$ cat src/rtl/cmdec_pkg.sv
package cmdec_pkg;

  localparam int FN_W = 5;
  localparam int SA_W = 4;

  // status word bit positions
  localparam int STS_LAM_EN  = 0;
  localparam int STS_FP_RD   = 1;
  localparam int STS_ADDR_RD = 2;

  typedef enum logic [3:0] {
    OP_NONE,
    OP_RD_THR,
    OP_WR_THR,
    OP_RD_OFS,
    OP_WR_OFS,
    OP_RD_COM,
    OP_WR_COM,
    OP_RD_STS,
    OP_WR_STS,
    OP_TEST_LAM,
    OP_CLR_MOD,
    OP_CLR_LAM,
    OP_RD_PAT,
    OP_RD_CHAN
  } op_e;

  typedef struct packed {
    logic valid;
    op_e  op;
    logic clr_lam;
    logic clr_mod;
  } dec_t;

endpackage

$ cat src/rtl/cmd_decode.sv
module cmd_decode
  import cmdec_pkg::*;
#(
  parameter int NCH    = 8,
  parameter int SA_COM = 9,
  parameter int SA_STS = 14,
  parameter int SA_PAT = 15
) (
  input  logic [FN_W-1:0] fn,
  input  logic [SA_W-1:0] sa,
  input  logic            addr_mode,
  output dec_t            dec
);

  localparam int THR_N = 2 * NCH;

  always_comb begin
    dec = '{valid: 1'b0, op: OP_NONE, clr_lam: 1'b0, clr_mod: 1'b0};
    case (fn)
      5'd0, 5'd2: begin
        if (int'(sa) == SA_PAT) begin
          dec.valid   = 1'b1;
          dec.op      = OP_RD_PAT;
          dec.clr_lam = (fn == 5'd2);
        end else if (int'(sa) < NCH && addr_mode) begin
          dec.valid   = 1'b1;
          dec.op      = OP_RD_CHAN;
          dec.clr_mod = (fn == 5'd2) && (int'(sa) == NCH - 1);
        end
      end
      5'd1: begin
        if (int'(sa) < THR_N) begin
          dec.valid = 1'b1;
          dec.op    = OP_RD_THR;
        end
      end
      5'd17: begin
        if (int'(sa) < THR_N) begin
          dec.valid = 1'b1;
          dec.op    = OP_WR_THR;
        end
      end
      5'd4: begin
        if (int'(sa) < NCH) begin
          dec.valid = 1'b1;
          dec.op    = OP_RD_OFS;
        end else if (int'(sa) == SA_COM) begin
          dec.valid = 1'b1;
          dec.op    = OP_RD_COM;
        end else if (int'(sa) == SA_STS) begin
          dec.valid = 1'b1;
          dec.op    = OP_RD_STS;
        end
      end
      5'd20: begin
        if (int'(sa) < NCH) begin
          dec.valid = 1'b1;
          dec.op    = OP_WR_OFS;
        end else if (int'(sa) == SA_COM) begin
          dec.valid = 1'b1;
          dec.op    = OP_WR_COM;
        end else if (int'(sa) == SA_STS) begin
          dec.valid = 1'b1;
          dec.op    = OP_WR_STS;
        end
      end
      5'd8: begin
        if (sa == '0) begin
          dec.valid = 1'b1;
          dec.op    = OP_TEST_LAM;
        end
      end
      5'd9: begin
        if (sa == '0) begin
          dec.valid   = 1'b1;
          dec.op      = OP_CLR_MOD;
          dec.clr_mod = 1'b1;
        end
      end
      5'd10: begin
        if (sa == '0) begin
          dec.valid   = 1'b1;
          dec.op      = OP_CLR_LAM;
          dec.clr_lam = 1'b1;
        end
      end
      default: ;
    endcase
  end

endmodule

$ cat src/rtl/cfg_regfile.sv
module cfg_regfile
  import cmdec_pkg::*;
#(
  parameter int NCH = 8,
  parameter int TW  = 8,
  parameter int OW  = 8,
  parameter int SW  = 16
) (
  input  logic            clk,
  input  logic            rst,
  input  logic            z_clr,
  input  logic            we_thr,
  input  logic            we_ofs,
  input  logic            we_com,
  input  logic            we_sts,
  input  logic [SA_W-1:0] sa,
  input  logic [TW-1:0]   wd_thr,
  input  logic [OW-1:0]   wd_ofs,
  input  logic [SW-1:0]   wd_sts,
  output logic [TW-1:0]   thr_rd,
  output logic [OW-1:0]   ofs_rd,
  output logic [TW-1:0]   com_rd,
  output logic [SW-1:0]   sts
);

  localparam int THR_N = 2 * NCH;
  localparam int IW    = $clog2(NCH);

  logic [TW-1:0] thr_mem [THR_N];
  logic [OW-1:0] ofs_mem [NCH];
  logic [TW-1:0] com_q;

  // memories: no reset, single write port, asynchronous read
  always_ff @(posedge clk) begin
    if (we_thr) thr_mem[sa] <= wd_thr;
  end

  always_ff @(posedge clk) begin
    if (we_ofs) ofs_mem[sa[IW-1:0]] <= wd_ofs;
  end

  assign thr_rd = thr_mem[sa];
  assign ofs_rd = ofs_mem[sa[IW-1:0]];

  always_ff @(posedge clk) begin
    if (rst) begin
      com_q <= '0;
      sts   <= '0;
    end else begin
      if (we_com) com_q <= wd_thr;
      if (z_clr)       sts <= '0;
      else if (we_sts) sts <= wd_sts;
    end
  end

  assign com_rd = com_q;

  AST_Z_CLEARS_STATUS: assert property (@(posedge clk) disable iff (rst)
    z_clr |=> (sts == '0));

  AST_STS_HOLDS: assert property (@(posedge clk) disable iff (rst)
    (!z_clr && !we_sts) |=> $stable(sts));

endmodule

$ cat src/rtl/lam_ctrl.sv
module lam_ctrl (
  input  logic clk,
  input  logic rst,
  input  logic eoc,
  input  logic lam_en,
  input  logic fp_rd,
  input  logic clr_lam,
  input  logic mod_clr,
  output logic lam,
  output logic dready
);

  logic lam_set;
  assign lam_set = eoc && lam_en && !fp_rd;

  always_ff @(posedge clk) begin
    if (rst || mod_clr || clr_lam) lam <= 1'b0;
    else if (lam_set)              lam <= 1'b1;
  end

  always_ff @(posedge clk) begin
    if (rst || mod_clr) dready <= 1'b0;
    else if (eoc)       dready <= 1'b1;
  end

  AST_LAM_RAISE: assert property (@(posedge clk) disable iff (rst)
    (eoc && lam_en && !fp_rd && !clr_lam && !mod_clr) |=> lam);

  AST_LAM_STAYS_LOW: assert property (@(posedge clk) disable iff (rst)
    (!lam && !(eoc && lam_en && !fp_rd)) |=> !lam);

  AST_CLR_WIPES_FLAGS: assert property (@(posedge clk) disable iff (rst)
    mod_clr |=> (!lam && !dready));

  AST_LAM_CMD_CLEAR: assert property (@(posedge clk) disable iff (rst)
    clr_lam |=> !lam);

endmodule

$ cat src/rtl/crate_cmd_decoder.sv
module crate_cmd_decoder
  import cmdec_pkg::*;
#(
  parameter int NCH = 8,
  parameter int TW  = 8,
  parameter int OW  = 8,
  parameter int DW  = 16
) (
  input  logic              clk,
  input  logic              rst,
  input  logic [4:0]        fn_i,
  input  logic [3:0]        sa_i,
  input  logic [DW-1:0]     wdata_i,
  input  logic              strobe_i,
  input  logic              z_i,
  input  logic              c_i,
  input  logic              i_i,
  input  logic              eoc_i,
  input  logic [NCH-1:0]    pattern_i,
  input  logic [NCH*DW-1:0] chdata_i,
  output logic [DW-1:0]     rdata_o,
  output logic              q_o,
  output logic              x_o,
  output logic              lam_o,
  output logic              clr_o,
  output logic              inh_o
);

  localparam int IW = $clog2(NCH);

  dec_t          dec;
  logic          go;
  logic          mod_clr;
  logic          lam_clr;
  logic [TW-1:0] thr_rd;
  logic [OW-1:0] ofs_rd;
  logic [TW-1:0] com_rd;
  logic [DW-1:0] sts;
  logic          lam;
  logic          dready;
  logic [DW-1:0] rd_val;
  logic          q_val;
  logic [DW-1:0] chan_w [NCH];

  for (genvar g = 0; g < NCH; g++) begin : g_chan
    assign chan_w[g] = chdata_i[g*DW +: DW];
  end

  cmd_decode #(.NCH(NCH)) u_dec (
    .fn        (fn_i),
    .sa        (sa_i),
    .addr_mode (sts[STS_ADDR_RD]),
    .dec       (dec)
  );

  assign go      = strobe_i && dec.valid;
  assign mod_clr = z_i || c_i || (go && dec.clr_mod);
  assign lam_clr = go && dec.clr_lam;

  cfg_regfile #(.NCH(NCH), .TW(TW), .OW(OW), .SW(DW)) u_regs (
    .clk    (clk),
    .rst    (rst),
    .z_clr  (z_i),
    .we_thr (go && dec.op == OP_WR_THR),
    .we_ofs (go && dec.op == OP_WR_OFS),
    .we_com (go && dec.op == OP_WR_COM),
    .we_sts (go && dec.op == OP_WR_STS),
    .sa     (sa_i),
    .wd_thr (wdata_i[TW-1:0]),
    .wd_ofs (wdata_i[OW-1:0]),
    .wd_sts (wdata_i),
    .thr_rd (thr_rd),
    .ofs_rd (ofs_rd),
    .com_rd (com_rd),
    .sts    (sts)
  );

  lam_ctrl u_lam (
    .clk     (clk),
    .rst     (rst),
    .eoc     (eoc_i),
    .lam_en  (sts[STS_LAM_EN]),
    .fp_rd   (sts[STS_FP_RD]),
    .clr_lam (lam_clr),
    .mod_clr (mod_clr),
    .lam     (lam),
    .dready  (dready)
  );

  always_comb begin
    rd_val = '0;
    q_val  = 1'b1;
    case (dec.op)
      OP_RD_THR:   rd_val = {{(DW-TW){1'b0}}, thr_rd};
      OP_RD_OFS:   rd_val = {{(DW-OW){1'b0}}, ofs_rd};
      OP_RD_COM:   rd_val = {{(DW-TW){1'b0}}, com_rd};
      OP_RD_STS:   rd_val = sts;
      OP_RD_PAT:   rd_val = {{(DW-NCH){1'b0}}, pattern_i};
      OP_RD_CHAN: begin
        rd_val = chan_w[sa_i[IW-1:0]];
        q_val  = dready;
      end
      OP_TEST_LAM: q_val = lam;
      default: ;
    endcase
  end

  always_ff @(posedge clk) begin
    if (rst) begin
      rdata_o <= '0;
      q_o     <= 1'b0;
      x_o     <= 1'b0;
      clr_o   <= 1'b0;
      inh_o   <= 1'b0;
    end else begin
      x_o     <= go;
      q_o     <= go && q_val;
      rdata_o <= go ? rd_val : '0;
      clr_o   <= mod_clr;
      inh_o   <= i_i;
    end
  end

  assign lam_o = lam;

  AST_IDLE_SILENT: assert property (@(posedge clk) disable iff (rst)
    !strobe_i |=> (!x_o && !q_o && rdata_o == '0));

  AST_Q_NEEDS_X: assert property (@(posedge clk) disable iff (rst)
    q_o |-> x_o);

  AST_CLR_PULSE: assert property (@(posedge clk) disable iff (rst)
    (c_i || z_i) |=> clr_o);

  AST_INH_RISE: assert property (@(posedge clk) disable iff (rst)
    i_i |=> inh_o);

  AST_INH_FALL: assert property (@(posedge clk) disable iff (rst)
    !i_i |=> !inh_o);

  AST_LAM_TEST_Q: assert property (@(posedge clk) disable iff (rst)
    (strobe_i && fn_i == 5'd8 && sa_i == 4'd0) |=> (x_o && q_o == $past(lam_o)));

endmodule

$ cat config.mk
export PLATFORM = sky130hd
export DESIGN_NAME = crate_cmd_decoder
export DESIGN_NICKNAME = d
export VERILOG_FILES = /design/src/rtl/cmdec_pkg.sv /design/src/rtl/cmd_decode.sv /design/src/rtl/cfg_regfile.sv /design/src/rtl/lam_ctrl.sv /design/src/rtl/crate_cmd_decoder.sv
export SDC_FILE = /design/constraint.sdc
export NUM_CORES = 1
export LEC_CHECK = 0
export BUFFER_PORTS_ARGS = -buffer_cell sky130_fd_sc_hd__buf_2
export CORE_ASPECT_RATIO = 1.1
export CORE_UTILIZATION = 55
export CTS_CLUSTER_DIAMETER = 120
export DETAILED_ROUTE_END_ITERATION = 10
export PLACE_DENSITY = 0.79
export SLEW_MARGIN = 5
export SYNTH_ARGS = -nofsm -noshare
export SYNTH_HDL_FRONTEND = slang
export SYNTH_SLANG_ARGS = --single-unit
$ cat constraint.sdc
create_clock -name clk -period 7.5 [get_ports clk]
set_input_delay 0.375 -clock clk [delete_from_list [all_inputs] [get_ports clk]]
set_output_delay 0.375 -clock clk [all_outputs]
set_load 0.02 [all_outputs]
==> impl_metrics.csv, run 1 <==
group,metric,value,unit
power,p_per_area,220,nW/um2
global_routing,antenna_found_initial,1,
layout,final_cells,1117,
sta,hold_violations,0,
logic_synthesis,syn-num-nets,841,
route,firstDrtPassIters,5,
placed_design,dp_slack,3.01,ns
route,drtIter0Drc,903,
logic_synthesis,synth_area_per_cell,15.8,um2
outcome,outcome,"finished, final reports clean",
logic_synthesis,yosys_warnings,0,
global_routing,grt-ovfl-total,0,
global_routing,first_global_vias,6615,
route,drc,0,
sta,slew_violations,0,
sta,tightest_slew,1.13,ns
clock_tree,clk_pin_slew,0.06,ns
power,leakagePower,4.66,nW
logic_synthesis,synth_xor_area_share,0.0823,%
clock_tree,cts_buffer_depth,3,
logic_synthesis,synthCells,673,
placed_design,portBuffers,188,
power,ir_drop,0.231,mV
sta,fin_crit_sh,54.1,%
worst_setup_path,cp-start-kind,"input port",
route,routed_wl,27.6,mm
logic_synthesis,ys_types,55,
layout,multi_input_area,3720,um2
sta,setup_tns,0,ns
logic_synthesis,synth_top_family_by_area,"multiplexers",
route,wl_per_cell,24.7,um
logic_synthesis,synthAdderAreaFrac,0,%
global_routing,grt_pass1_wl,40.7,mm
logic_synthesis,synthMuxAreaShare,22.2,%
layout,regArea,6690,um2
sta,rsz0062_at_grt,"false",
layout,fillers,1331,
die,core_area,19000,um2
route,vias,7047,
route,drt-vias-per-instance,6.31,
die,io_pins,189,
logic_synthesis,ys_ff_latch,238,
logic_synthesis,synth_compound_area_share,4.40,%
worst_setup_path,end_kind,"register",
die,die_y,148,um
clock_tree,numCtsBuffers,24,
worst_setup_path,crit_required,7.63,ns
logic_synthesis,async_reset_ff_share,0,%
die,fp.dieW,135,um
placed_design,gp_congestion,0.889,
worst_setup_path,critPathMaxFanout,32,
global_routing,grt_util_all_layers,27.9,%
sta,fin_ws,3.44,ns
die,die_area,19900,um2
placed_design,place_inst,1073,
layout,area_growth,18.0,%
die,start_util,55.9,%
placed_design,postPlaceCellArea,11800,um2
placed_design,dpl.hpwl,18.7,mm
layout,drive_gt1_share,39.2,%
sta,setup_viol,0,
route,drtAntennaViolNets,0,
worst_setup_path,path_class,"in2reg",
logic_synthesis,syn_area,10600,um2
clock_tree,clock-sinks,238,
clock_tree,ctsHoldBuffers,0,
global_routing,grt_max_degree,71,
logic_synthesis,yosysSeqAreaShare,62.8,%
layout,fin_area,12600,um2
worst_setup_path,cp_data_arrival_time,4.19,ns
clock_tree,insertion_delay,0.51,ns
sta,period_minus_slack,4.06,ns
logic_synthesis,synth_simple_gate_area_share,8.19,%
logic_synthesis,synthFlopType,"edfxtp_1",
sta,fmax,0.246,GHz
sta,clock_skew,0.0107,ns
clock_tree,cts-htree-levels,1,
sta,slew_headroom,23.9,%
clock_tree,cts_tree,"yes",
logic_synthesis,synth-edff-count,192,
worst_hold_path,hold_path_class,"in2reg",
power,power,0.00277,W
die,rows,53,
clock_tree,post-cts-setup-buffers,0,
run,max-cap-violations,0,
clock_tree,clockRootBuffer,"clkbuf_16",
layout,nets,1020,
clock_tree,cts.repair.resized,0,
cell usage after synthesis, drive strengths merged (6+ instances only):
library cell	n	area, um2
a2111oi	9	78.8
a21oi	19	95.1
a221o	7	70.1
and3	7	43.8
buf	25	129
clkbuf	26	100
dfxtp	46	921
edfxtp	192	5770
mux2	17	191
mux2i	55	551
mux4	72	1620
nand2	9	33.8
nand2b	6	37.5
nor2	75	282
nor3	14	70.1
nor4	15	100
o22ai	8	50.1
or2	11	68.8
or3	6	37.5
layer usage:
metal	GRT usage [%]	part of all wire [%]	vias up
met4	7.42	2.0	0
li1	-	-	3060
met2	40.7	47	409
met3	6.10	10	46
met5	0	0	-
met1	42.6	41	3532
sequential cells by signal, indices dropped and copies added (netlist names):
name	flops
u_regs.thr_mem	128
u_regs.ofs_mem	64
rdata_o	16
u_regs.com_rd	8
clr_o	1
inh_o	1
u_regs.sts	16
u_lam.lam	1
x_o	1
q_o	1
u_lam.dready	1
worst max-delay path, cell delays in order:
cell	delay [ns]
buf_2	0.33
buf_4	0.46
or3b_1	0.39
nand3_1	0.15
a2111o_1	0.38
or4_1	0.80
nand3b_1	0.46
nor3_1	0.83
layout by cell type, fill, tap and decap left out, types with 2 or more instances in the layout:
| cell type | instances |
|---|---|
| and2_1 | 2 |
| o21ai_0 | 3 |
| or4_1 | 4 |
| clkinv_2 | 2 |
| nand3b_1 | 3 |
| buf_2 | 186 |
| o22ai_1 | 8 |
| nand3_1 | 5 |
| or2_2 | 10 |
| nor2b_1 | 3 |
| nand2_1 | 9 |
| inv_1 | 3 |
| o21ai_1 | 2 |
| buf_4 | 17 |
| mux2i_1 | 55 |
| mux2_2 | 17 |
| a211oi_1 | 2 |
| a31oi_1 | 4 |
| mux4_2 | 72 |
| a221o_1 | 7 |
| nor2_1 | 75 |
| o31ai_1 | 3 |
| or3_1 | 6 |
| a21oi_1 | 19 |
| nand2b_1 | 6 |
| a2111oi_0 | 9 |
| nor3_1 | 14 |
| and3_1 | 7 |
| nor4_1 | 14 |
| clkbuf_1 | 7 |
| clkbuf_8 | 3 |
| clkinv_1 | 5 |
| dfxtp_1 | 46 |
| edfxtp_1 | 192 |
| clkbuf_16 | 26 |
power by group:
group / switching (W) / internal [W]
Sequential: 0.000000311 / 0.00143
Combinational: 0.000115 / 0.0000977
Clock: 0.000470 / 0.000659
cell families after synthesis:
kind of cell,Yosys count
AOI/OAI and AO/OA,66
xor gates and xnor gates,1
buffers and inverters,55
DFF,238
muxes,144
and+or+nand+nor,169
worst paths after layout:
kind | start | endpoint | slack, ns | cells after the start
worst min register to register | u_regs.sts[3] | u_regs.sts[3] | 0.50 | 2
worst min-delay path | c_i | u_lam.lam | 0.06 | 2
worst max register to register | u_regs.sts[2] | u_regs.ofs_mem[2][1] | 3.78 | 6
worst max-delay path | sa_i[2] | u_regs.ofs_mem[2][1] | 3.44 | 8
per-stage QoR:
| step | util (%) | hold slack (ns) |
|---|---|---|
| 2_1_floorplan | - | 0.453 |
| 3_3_place_gp | 62.0 | 0.473 |
| 3_5_place_dp | 62.0 | 0.479 |
| 4_1_cts | 66.0 | 0.0490 |
| 5_1_grt | 66.0 | 0.0586 |
| 6_report | 66.0 | 0.0617 |
area by class of cell:
type	count	area share (%)
flip-flops and latches	238	53.2
multi-input cells	380	29.7
repair buffers	204	8.52
clock buffers	36	5.72
well taps	247	2.46
clock inverters	7	0.269
inverters	4	0.120
diodes	1	0.0199
Power figures use the tool's default switching activity.
==> inputs of run 2 (changes only) <==
--- a/config.mk
+++ b/config.mk
@@ -7,10 +7,10 @@
 export LEC_CHECK = 0
 export BUFFER_PORTS_ARGS = -buffer_cell sky130_fd_sc_hd__buf_2
 export CORE_ASPECT_RATIO = 1.1
-export CORE_UTILIZATION = 55
+export CORE_UTILIZATION = 51
 export CTS_CLUSTER_DIAMETER = 120
 export DETAILED_ROUTE_END_ITERATION = 10
-export PLACE_DENSITY = 0.79
+export PLACE_DENSITY = 0.77
 export SLEW_MARGIN = 5
 export SYNTH_ARGS = -nofsm -noshare
 export SYNTH_HDL_FRONTEND = slang
==> constraint.sdc (replaced) <==
create_clock -name clk -period 3.72 [get_ports clk]
set_input_delay 0.186 -clock clk [delete_from_list [all_inputs] [get_ports clk]]
set_output_delay 0.186 -clock clk [all_outputs]
set_load 0.02 [all_outputs]
==> run 2 against run 1 <==
Against the previous run:
- register-to-register slack worse by 3.1 ns
- sequential power rose by 100%
- first-iteration DRC count down 1.4%
- worst hold slack improved by 0.019 ns
- cell area grew 2.7%
- die area up 7.7%
- power increased by 110%
- final cell count is 3.7% higher
- combinational power up 110%
- critical path depth shrank 1
- sequential cell count unchanged
==> impl_metrics.csv, run 2 (synthesis results as in run 1) <==
group,metric,value,unit
die,die_area,21500,um2
placed_design,gp_congestion,0.913,
sta,rsz0062_at_grt,"false",
layout,top_register,"u_regs.thr_mem",
global_routing,grt-ovfl-total,0,
worst_setup_path,critPathMaxFanout,10,
clock_tree,clockRootBuffer,"clkbuf_16",
global_routing,grt_max_degree,57,
route,drtAntennaViolNets,0,
die,start_util,51.9,%
route,firstDrtPassIters,4,
worst_setup_path,r2r-start,"u_regs.sts[2]",
layout,area_growth,21.1,%
clock_tree,cts-htree-levels,1,
clock_tree,numCtsBuffers,24,
worst_setup_path,end_kind,"register",
sta,fin_crit_sh,82.6,%
layout,nets,1052,
worst_setup_path,reg2reg_to,"u_regs.ofs_mem[2][3]",
sta,fmax,0.325,GHz
worst_setup_path,reg2reg_depth,7,
route,wl_per_cell,24.6,um
placed_design,dp_slack,0.628,ns
worst_hold_path,holdPathStages,4,
outcome,outcome,"finished, final reports clean",
sta,hold_violations,0,
power,power,0.00572,W
sta,clock_skew,0.0131,ns
clock_tree,cts_tree,"yes",
die,core_area,20500,um2
run,max-cap-violations,0,
worst_setup_path,cp-start-kind,"register",
layout,largest_register_ffs,128,
layout,drive_gt1_share,40.9,%
clock_tree,clock-sinks,238,
power,leakagePower,4.83,nW
route,drc,0,
die,die_y,154,um
clock_tree,post-cts-setup-buffers,0,
sta,tightest_slew,0.964,ns
power,p_per_area,443,nW/um2
sta,setup_tns,0,ns
worst_setup_path,cp_data_arrival_time,3.29,ns
worst_hold_path,min_to,"rdata_o[5]",
route,drtIter0Drc,890,
placed_design,portBuffers,188,
layout,postLayoutCoreUtil,62.9,%
sta,slew_headroom,35.7,%
sta,fin_ws,0.646,ns
layout,final_common_cell,"edfxtp_1",
layout,n_antenna_cell,0,
worst_hold_path,hold_path_class,"in2reg",
sta,slew_violations,0,
layout,final_cells,1158,
route,drt-vias-per-instance,6.24,
clock_tree,cts_buffer_depth,3,
die,rows,55,
route,vias,7229,
global_routing,grt_util_all_layers,26.8,%
power,ir_drop,0.330,mV
global_routing,first_global_vias,6926,
route,routed_wl,28.5,mm
sta,period_minus_slack,3.07,ns
die,fp.dieW,140,um
sta,setup_viol,0,
worst_setup_path,path_class,"reg2reg",
global_routing,antenna_found_initial,1,
global_routing,grt_pass1_wl,42.7,mm
layout,final_cell_mix,"edfxtp_1 (192), buf_2 (186), nor2_1 (75)",
clock_tree,insertion_delay,0.52,ns
worst_hold_path,min-delay-start,"pattern_i[5]",
die,io_pins,189,
clock_tree,clk_pin_slew,0.07,ns
placed_design,dpl.hpwl,19.6,mm
placed_design,place_inst,1100,
worst_setup_path,crit_required,3.94,ns
worst_setup_path,rrSetupSlack,0.65,ns
run 2: repair_timing:
action,in CTS,in global routing
hold endpoints to repair,17,0
endpoints found under the setup margin,0,0
hold buffers,14,0
resized for setup,0,0
run 2: stage by stage:
stage	area (um2)	hold slack, ns
2_1_floorplan	10600	0.264
3_3_place_gp	12000	0.386
3_5_place_dp	12000	0.388
4_1_cts	12900	0.0783
5_1_grt	12900	0.120
6_report	12900	0.0807
run 2: area by class of cell:
class | instances | area [um2]
Fill cell | 1481 | 7610
Timing Repair Buffer | 236 | 1350
Clock inverter | 18 | 164
Multi-Input combinational cell | 380 | 3720
Tap cell | 256 | 320
Clock buffer | 26 | 639
Sequential cell | 238 | 6690
Inverter | 4 | 15.0
run 2: worst max path at each step:
stage | to | startpoint | cells past startpoint | slack (ns)
final | u_regs.ofs_mem[2][3] | u_regs.sts[2] | 7 | 0.65
after global placement | u_regs.ofs_mem[2][6] | sa_i[1] | 8 | 0.62
after global routing | u_regs.ofs_mem[2][3] | u_regs.sts[2] | 7 | 0.51
after floorplan | u_regs.thr_mem[0][0] | u_regs.sts[2] | 8 | 0.54
after CTS | u_regs.ofs_mem[2][3] | u_regs.sts[2] | 7 | 0.75
after detailed placement | u_regs.ofs_mem[2][5] | sa_i[1] | 8 | 0.63
run 2: metal layers:
metal  vias up  track usage, %  share of wire, %
li1       3123               -                 -
met2       390            40.1                46
met1      3664            40.4                42
met5         -               0                 0
met3        52            5.05               9.3
met4         0            7.54               2.4
run 2: report_power, final:
part | switching (W) | total (W) | internal [W] | leakage, nW
Combinational | 0.000236 | 0.000444 | 0.000208 | 2.35
Clock | 0.00100 | 0.00240 | 0.00139 | 0.390
Sequential | 0.000000610 | 0.00287 | 0.00287 | 2.10
Total | 0.00124 | 0.00572 | 0.00447 | 4.83
run 2: critical path: stages, from the launching register on:
cell      delay (ns)
dfxtp_1         0.35
nor2b_1         0.17
and2_1          0.35
a2111o_1        0.40
or4_1           0.58
nand3b_1        0.44
nor3_1          0.28
buf_4           0.21
==> inputs of run 3 (changes only) <==
==> constraint.sdc (replaced) <==
create_clock -name clk -period 2.6 [get_ports clk]
set_input_delay 0.13 -clock clk [delete_from_list [all_inputs] [get_ports clk]]
set_output_delay 0.13 -clock clk [all_outputs]
set_load 0.02 [all_outputs]
==> run 3 against run 2 <==
Against the previous run:
- sequential cell count did not move
- clock-buffer cell count rose by 8
- critical path depth fell by 1
- cell area rose by 5.5%
- sequential power rose by 43%
- combinational power rose by 59%
- maximum frequency rose by 21%
- routed wire length rose by 4.5%
- critical path type unchanged
- power rose by 45%
- largest cell class unchanged
- critical endpoint is now u_regs.thr_mem[9][1]
- worst hold slack got worse by 0.061 ns
- clock skew fell by 0.0048 ns
==> impl_metrics.csv, run 3 (synthesis results as in run 1) <==
group,metric,value,unit
clock_tree,post-cts-setup-buffers,0,
clock_tree,cts_tree,"yes",
layout,top_register,"u_regs.thr_mem",
sta,rsz0062_at_grt,"false",
route,routed_wl,29.8,mm
sta,hold_violations,0,
layout,largest_register_ffs,128,
power,leakagePower,5.22,nW
placed_design,place_inst,1154,
die,die_y,154,um
sta,fin_crit_sh,97.7,%
worst_setup_path,reg2reg_depth,6,
placed_design,dp_slack,-0.0487,ns
die,die_area,21500,um2
route,drtIter0Drc,896,
sta,slew_headroom,37.7,%
global_routing,grt_util_all_layers,27.9,%
global_routing,grt-ovfl-total,0,
power,p_per_area,611,nW/um2
worst_hold_path,min-delay-start,"pattern_i[4]",
placed_design,portBuffers,188,
placed_design,gp_congestion,0.946,
sta,slew_violations,0,
sta,fin_ws,0.0594,ns
sta,setup_tns,0,ns
clock_tree,insertion_delay,0.51,ns
global_routing,antenna_found_initial,1,
layout,drive_gt1_share,45.7,%
layout,fillers,1398,
layout,area_growth,27.8,%
sta,tightest_slew,0.911,ns
run,max-cap-violations,0,
route,wl_per_cell,24.5,um
worst_setup_path,end_kind,"register",
sta,clock_skew,0.00826,ns
clock_tree,cts_buffer_depth,3,
worst_hold_path,holdPathStages,4,
worst_hold_path,hold_path_class,"in2reg",
die,io_pins,189,
sta,holdWs,0.0192,ns
worst_setup_path,r2r-start,"u_regs.sts[2]",
layout,final_cell_mix,"edfxtp_1 (192), buf_2 (186), buf_4 (84)",
layout,nets,1108,
sta,period_minus_slack,2.54,ns
worst_setup_path,rrSetupSlack,0.06,ns
worst_setup_path,cp-start-kind,"register",
clock_tree,cts-htree-levels,1,
worst_setup_path,cp_data_arrival_time,2.73,ns
worst_setup_path,reg2reg_to,"u_regs.thr_mem[9][1]",
outcome,outcome,"finished, final reports clean",
global_routing,grt_max_degree,76,
die,rows,55,
placed_design,dpl.hpwl,20.9,mm
worst_setup_path,crit_required,2.79,ns
worst_setup_path,critPathMaxFanout,8,
layout,final_common_cell,"edfxtp_1",
route,vias,7496,
global_routing,first_global_vias,7334,
sta,setup_viol,0,
clock_tree,clk_pin_slew,0.06,ns
clock_tree,clock-sinks,238,
route,drc,0,
clock_tree,numCtsBuffers,24,
power,ir_drop,0.534,mV
die,core_area,20500,um2
clock_tree,clockRootBuffer,"clkbuf_16",
route,firstDrtPassIters,5,
global_routing,grt_pass1_wl,44.1,mm
die,start_util,51.9,%
worst_setup_path,path_class,"reg2reg",
route,drtAntennaViolNets,0,
power,power,0.00831,W
route,drt-vias-per-instance,6.16,
die,fp.dieW,140,um
layout,final_cells,1216,
worst_hold_path,min_to,"rdata_o[4]",
sta,fmax,0.394,GHz
==> run 3: final cells by class <==
| cell class | count | area [um2] | area share [%] |
|---|---|---|---|
| Timing Repair Buffer | 292 | 1820 | 13.4 |
| Clock inverter | 10 | 126 | 0.929 |
| Antenna cell | 2 | 5.00 | 0.0368 |
| Clock buffer | 34 | 679 | 5.00 |
| Inverter | 4 | 15.0 | 0.110 |
| Multi-Input combinational cell | 380 | 3940 | 29.0 |
| Tap cell | 256 | 320 | 2.36 |
| Sequential cell | 238 | 6690 | 49.2 |
==> run 3: worst max-delay path, cell delays in order, from the launching register on <==
cell and delay (ns):
dfxtp_2 0.32, nor2b_4 0.13, and2_4 0.16, a2111o_1 0.28, or4_1 0.58, or4_4 0.51, nor2_4 0.25
==> run 3: how the worst max path moves through the flow <==
stage	to	startpoint	slack, ns	cells after the start
2_1_floorplan	u_regs.ofs_mem[5][0]	u_regs.sts[2]	-0.09	8
3_3_place_gp	u_regs.thr_mem[9][4]	sa_i[1]	0.008	7
3_5_place_dp	u_regs.thr_mem[3][0]	sa_i[1]	-0.05	8
4_1_cts	u_regs.thr_mem[5][4]	u_regs.sts[2]	0.07	7
5_1_grt	u_regs.thr_mem[3][4]	u_regs.sts[2]	0.003	7
6_report	u_regs.thr_mem[9][1]	u_regs.sts[2]	0.06	6
==> run 3: stage by stage <==
step	utilization [%]	instance area (um2)
global route	66.3	13600
floorplan	-	10900
detailed placement	61.6	12600
global placement	61.6	12600
CTS	66.3	13600
finish	66.3	13600
==> run 3: per-layer routing <==
metal / share of wire (%) / wire, um / global-route usage (%) / up-vias
li1: - / - / - / 3234
met1: 40 / 11900 / 39.9 / 3745
met2: 47 / 14000 / 42.6 / 439
met3: 10 / 2970 / 6.45 / 76
met4: 2.8 / 840 / 9.16 / 2
met5: 0.044 / 13 / 0 / -
==> run 3: repair_timing <==
action                                  4_1_cts  5_1_grt
endpoints found under the setup margin        0      120
hold endpoints to repair                     20        0
resized for setup                             0        2
hold buffers                                 16        0
==> run 3: report_power, final <==
group | total, W | switching (W) | internal, W
Clock | 0.00349 | 0.00137 | 0.00212
Combinational | 0.000706 | 0.000369 | 0.000338
Sequential | 0.00411 | 0.000000855 | 0.00411
